### src/rtl/prdiv_pkg.sv
package prdiv_pkg;

    // Divided-output machine states
    typedef enum logic [0:0] {
        OUT_LOW  = 1'b0,
        OUT_HIGH = 1'b1
    } out_state_t;

endpackage

### src/rtl/prdiv_stage.sv
// One binary counter slice with synchronous parallel load and ripple-free carry.
module prdiv_stage #(
    parameter int W = 4
) (
    input  logic         clk,
    input  logic         load,
    input  logic         cin,
    input  logic [W-1:0] d,
    output logic [W-1:0] q,
    output logic         cout
);

    always_ff @(posedge clk) begin
        if (load) begin
            q <= d;
        end else if (cin) begin
            q <= q + 1'b1;
        end
    end

    // Carry out only when enabled and this slice is saturated
    assign cout = cin & (&q);

endmodule

### src/rtl/prdiv_outfsm.sv
// Two-state machine producing the divided square wave.
module prdiv_outfsm
    import prdiv_pkg::*;
(
    input  logic clk,
    input  logic rst,
    input  logic toggle,
    output logic out
);

    out_state_t state_q, state_d;

    always_ff @(posedge clk) begin
        if (rst) begin
            state_q <= OUT_LOW;
        end else begin
            state_q <= state_d;
        end
    end

    // Transitions: TOGGLE on terminal count, HOLD otherwise
    always_comb begin
        state_d = state_q;
        unique case (state_q)
            OUT_LOW:  if (toggle) state_d = OUT_HIGH;
            OUT_HIGH: if (toggle) state_d = OUT_LOW;
        endcase
    end

    always_comb begin
        unique case (state_q)
            OUT_LOW:  out = 1'b0;
            OUT_HIGH: out = 1'b1;
        endcase
    end

endmodule

### src/rtl/prdiv_top.sv
module prdiv_top #(
    parameter int STAGE_W = 4,
    parameter int STAGES  = 4
) (
    input  logic                       clk,
    input  logic                       rst,
    input  logic                       en,
    input  logic [STAGE_W*STAGES-1:0]  preset,
    output logic [STAGE_W*STAGES-1:0]  count,
    output logic                       tc,
    output logic                       div_out
);

    localparam int CNT_W = STAGE_W * STAGES;

    logic [STAGES:0] carry;
    logic            reload;

    assign carry[0] = en;
    assign tc       = carry[STAGES];
    assign reload   = rst | tc;

    generate
        for (genvar i = 0; i < STAGES; i++) begin : g_stage
            prdiv_stage #(.W(STAGE_W)) u_stage (
                .clk  (clk),
                .load (reload),
                .cin  (carry[i]),
                .d    (preset[i*STAGE_W +: STAGE_W]),
                .q    (count[i*STAGE_W +: STAGE_W]),
                .cout (carry[i+1])
            );
        end
    endgenerate

    prdiv_outfsm u_out (
        .clk    (clk),
        .rst    (rst),
        .toggle (tc),
        .out    (div_out)
    );

    logic unused_w;
    assign unused_w = (CNT_W == 0);

endmodule

### config.mk
export PLATFORM = sky130hd
export DESIGN_NAME = prdiv_top
export DESIGN_NICKNAME = d
export VERILOG_FILES = /design/src/rtl/prdiv_pkg.sv /design/src/rtl/prdiv_stage.sv /design/src/rtl/prdiv_outfsm.sv /design/src/rtl/prdiv_top.sv
export SDC_FILE = /design/constraint.sdc
export NUM_CORES = 1
export LEC_CHECK = 0
export BUFFER_PORTS_ARGS = -buffer_cell sky130_fd_sc_hd__buf_2
export CORE_MARGIN = 10
export CORE_UTILIZATION = 45
export CTS_CLUSTER_SIZE = 20
export DETAILED_ROUTE_END_ITERATION = 16
export PLACE_DENSITY = 0.76
export SYNTH_ARGS = -nofsm -noshare
export SYNTH_HDL_FRONTEND = slang
export SYNTH_SLANG_ARGS = --single-unit
### constraint.sdc
create_clock -name clk -period 5.45 [get_ports clk]
set_clock_uncertainty 0.05 [all_clocks]
set_input_delay 0.545 -clock clk [delete_from_list [all_inputs] [get_ports clk]]
set_output_delay 0.545 -clock clk [all_outputs]
set_load 0.005 [all_outputs]
Yosys cells after proc, flatten, opt, wreduce, memory -nomap -nowiden
Cells that the tools add are included.
Storage, ports and cells
  register bits: 17
  latch bits: 0
  RAM bits: 0
  bits in read-only memories: 0
  input port bits: 19
  output and inout bits: 18
  logic and storage cells: 35
  memories: 0
Operators by class
  add/subtract/negate cells: 4
  multiply operators: 0
  divide/modulo/power cells: 0
  $lt $le $gt $ge: 0
  equality and inequality tests: 0
  shift-type cells: 0
  multiplexer cells: 12
  bitwise gates (word level): 6
  reduce and logical (&&, ||, !) cells: 8
Operator list (count)
  4-bit 2-to-1 mux: 8
  4-bit by 1-bit adder with 4-bit output (second input constant): 4
  4-bit AND reduction: 4
  2-bit nonzero test: 4
  1-bit AND: 4
  1-bit one-hot mux with 2 select lines: 2
  1-bit 2-to-1 mux: 2
  1-bit NOT: 1
  1-bit OR: 1

Depth between registers and ports, before layout
  depth after elaboration: 7
  depth in mapped cells: 6
  depth with buffers taken out: 4

Hierarchy
Synthesis repeated with hierarchy kept, for this count alone.
Unflattened totals
  cells, all modules: 72
  area, all modules: 874.6 µm²
Modules (own cells, without submodules)
  prdiv_stage: instances 4, cells an instance 17, area each 209.0 µm², sequential area each 120.1 µm²
  prdiv_outfsm: instances 1, cells an instance 3, area each 32.5 µm², sequential area each 20.0 µm²
  prdiv_top: instances 1, cells an instance 1, area each 6.3 µm², sequential area each 0.0 µm²

Worst setup path before layout
Ideal clock, no wire load.
  path kind: flip-flop to flip-flop
  from: register g_stage[0].u_stage.q[0]
  to: register g_stage[0].u_stage.q[2] (data pin)
  library setup time: 0.260 ns
  data arrival time: 1.733 ns
  data required time: 5.140 ns
  slack: 3.407 ns
  stages on the path, launching flop included: 7
  buffers on the path: 2
  period minus slack after synthesis: 2.043 ns
  path through: edfxtp_1 -> ha_1 -> nand4_2 -> o41a_1 -> buf_6 -> buf_12 -> mux2_4
On the way
  longest elaborated chain between the ends: 7
  elaborated cells between the ends (all ways): 9
  classes of those cells: add/sub (1); mux (2); bitwise (5); reduce/logical (1)
Ends and longest elaborated chain
  start: declaration: RTL line prdiv_stage.sv:9  | output logic [W-1:0] q,
  start signal: assignment: RTL line prdiv_stage.sv:17  | q <= q + 1'b1;
  4-bit AND reduction: RTL line prdiv_stage.sv:22  | assign cout = cin & (&q);
  1-bit AND (4 in a row): RTL line prdiv_stage.sv:22
  1-bit OR: RTL line prdiv_top.sv:21  | assign reload = rst | tc;
  4-bit 2-to-1 mux *: RTL line prdiv_stage.sv:14  | if (load) begin
Mark *: on every way between the ends. The rest lies on a longest branch, timed or not. The select of a mux whose other input is x is not followed.
A chain may end at the register's enable or synchronous reset.

Worst setup path in the final report
  from: register g_stage[0].u_stage.q[0]
  to: output port tc
On the way
  longest elaborated chain between the ends: 5
Ends and longest elaborated chain
  4-bit AND reduction: RTL line prdiv_stage.sv:22
  1-bit AND (4 in a row): RTL line prdiv_stage.sv:22
  end: declaration: RTL line prdiv_top.sv:10  | output logic tc,
Every way passes these cells.

==> impl_metrics.env <==
export IMPL_cts_max_level=1
export IMPL_relSlewSlack=0.380
export IMPL_nets=131
export IMPL_fin_crit_sh=0.440
export IMPL_total_cts_buffers=3
export IMPL_layout_core_utilization=0.587
export IMPL_post_cts_hold_buffer_count=0
export IMPL_crit_path_end_kind="output port"
export IMPL_total_leakage_power_nw=0.543
export IMPL_design_portCount=37
export IMPL_data_required_time_of_the_critical_path_ps=4860
export IMPL_post_place_cells=130
export IMPL_grt_pass1_wl_um=3220
export IMPL_run_status="finished, final reports clean"
export IMPL_max_cap_viol_count=0
export IMPL_finalWeightedCongestion=0.672
export IMPL_irDropWorstVdd_uv=197
export IMPL_synth_area_per_cell_um2=14.2
export IMPL_finalSetupTns_ps=0
export IMPL_layout_min_cycle_time_ps=2400
export IMPL_die_w_um=66.6
export IMPL_cts_tree="built"
export IMPL_global_route_usage_total=0.0901
export IMPL_postSynthCellCount=69
export IMPL_starting_density=0.483
export IMPL_hold_viol_final=0
export IMPL_synth_seq_cells=17
export IMPL_synth_fp_nets=92
export IMPL_fp_coreArea_mm2=0.00202
export IMPL_final_layout_size_suffix_gt1_frac=0.505
export IMPL_startpoint_type="flop"
export IMPL_number_of_drc_violations_after_detailed_routing=0
export IMPL_die_height_um=66.6
export IMPL_number_of_detailed_route_iterations_in_the_first_pass=4
export IMPL_postRouteWirelength_um=2000
export IMPL_synth_warnings=0
export IMPL_rsz_0062_raised_after_global_routing="false"
export IMPL_ant_nets=0
export IMPL_clock_root_buffer="sky130_fd_sc_hd__clkbuf_4"
export IMPL_post_drt_wl_per_cell_um=14.9
export IMPL_antenna_diode_count=0
export IMPL_via_per_inst=4.96
export IMPL_drtIter0Drc=27
export IMPL_post_cts_resized=0
export IMPL_timing_critical_path_fanout_max=5
export IMPL_grt_overflow=0
export IMPL_post_cts_repair_setup_buffers=0
export IMPL_synth_seq_area_share=0.512
export IMPL_timing_worst_slew_pin_value_ps=930
export IMPL_critPathKind="flop to output port"
export IMPL_row_cnt=16
export IMPL_power_per_cell_area_mw_per_mm2=263
export IMPL_finalSetupViolations=0
export IMPL_worst_slack_ps=3050
export IMPL_slew_viol_final=0
export IMPL_netlist_area_um2=977
export IMPL_dieArea_mm2=0.00444
export IMPL_dpl_hpwl_um=1650
export IMPL_synth_cell_type_count=21
export IMPL_placement_setup_worst_slack_ps=3100
export IMPL_io_buffer_count=36
export IMPL_post_layout_nonfiller_instances=134
export IMPL_cts_max_path_buffers=2
export IMPL_antenna_found_initial=0
export IMPL_routed_via_count=664
export IMPL_cts_num_sinks=17
export IMPL_worstHoldPathType="input port to flop"
export IMPL_max_clock_freq_ghz=0.417
export IMPL_insertion_delay_ps=290
export IMPL_synthToLayoutAreaGrowth_pct=21.4
export IMPL_critPathArrivalTime_ps=1800
export IMPL_cts_reportedPaths_clkPinSlew_ps=100
export IMPL_number_of_global_route_vias_before_repair=733
export IMPL_grt_start_max_net_pins=17
export IMPL_final_hold_worst_slack_ps=501
==> worst paths after layout <==
path,endpoint,depth (start not counted),from,slack [ps]
worst max-delay path,tc,4,g_stage[0].u_stage.q[0],3050
worst min-delay path,g_stage[1].u_stage.q[1],2,preset[5],500
worst max register to register,g_stage[1].u_stage.q[3],4,g_stage[0].u_stage.q[0],3100
worst min register to register,u_out.state_q,2,u_out.state_q,510
==> placed cells by master (no fill, tap or decap), types with 3 or more instances in the layout <==
cell and count:
sky130_fd_sc_hd__buf_2 36, sky130_fd_sc_hd__clkbuf_4 3, sky130_fd_sc_hd__edfxtp_1 16, sky130_fd_sc_hd__ha_1 4, sky130_fd_sc_hd__inv_1 5, sky130_fd_sc_hd__mux2_2 7
sky130_fd_sc_hd__mux2_4 6, sky130_fd_sc_hd__mux2i_1 4, sky130_fd_sc_hd__nand3_1 7, sky130_fd_sc_hd__xnor2_1 4, sky130_fd_sc_hd__xor2_1 4
==> cells by family after synthesis <==
group                      Yosys count  synth area share
DFF                                 17             0.512
AOI/OAI and AO/OA                    3            0.0243
buffers and inverters                7            0.0512
adders and majority gates            4            0.0512
and+or+nand+nor                     13            0.0755
xor gates and xnor gates             8            0.0717
muxes                               17             0.214
==> sequential cells by signal (all words and copies together) (netlist names) <==
name	cells
g_stage.u_stage.q	16
u_out.state_q	1
==> layer usage <==
layer,GRT usage,vias to the layer above,share of wire
met5,0,-,0
met4,0.0314,0,0.0040
met3,0.0385,2,0.087
met2,0.142,20,0.46
met1,0.106,310,0.45
li1,-,332,-
==> synth_stat cells, drive strengths merged <==
| cell type | number | area (µm²) |
|---|---|---|
| buf | 2 | 31.3 |
| ha | 4 | 50.1 |
| xnor2 | 4 | 35.0 |
| nand2 | 1 | 3.75 |
| inv | 5 | 18.8 |
| mux2i | 4 | 40.0 |
| o41a | 1 | 11.3 |
| xor2 | 4 | 35.0 |
| nand3 | 7 | 35.0 |
| o31ai | 1 | 7.51 |
| nor2 | 1 | 3.75 |
| mux2 | 13 | 169 |
| nand4 | 1 | 12.5 |
| nor4 | 1 | 6.26 |
| nor2b | 1 | 6.26 |
| dfxtp | 1 | 20.0 |
| edfxtp | 16 | 480 |
| or2 | 1 | 6.26 |
| o21ai | 1 | 5.00 |
==> final cells by class <==
type	instances	area, µm²
well taps	27	33.8
inverters	5	18.8
fillers	181	836
clock buffers	4	26.3
repair buffers	36	180
multi-input cells	45	427
flip-flops and latches	17	500
==> power breakdown <==
group          switching, mW  internal, mW
Combinational         0.0276        0.0406
Sequential            0.0131         0.162
Clock                 0.0401        0.0284
==> stage by stage <==
step	cell area, µm²	power, mW
after detailed placement	1160	0.247
final	1190	0.311
after global placement	1160	0.244
after CTS	1190	0.314
after global routing	1190	0.328
after floorplan	977	0.221
==> worst max-delay path, stage by stage, from the launching register on <==
cell                       delay, ps
sky130_fd_sc_hd__edfxtp_1        410
sky130_fd_sc_hd__ha_1            220
sky130_fd_sc_hd__nand4_2         160
sky130_fd_sc_hd__nor4_1          520
sky130_fd_sc_hd__buf_2           210
(Power assumes the default switching activity.)
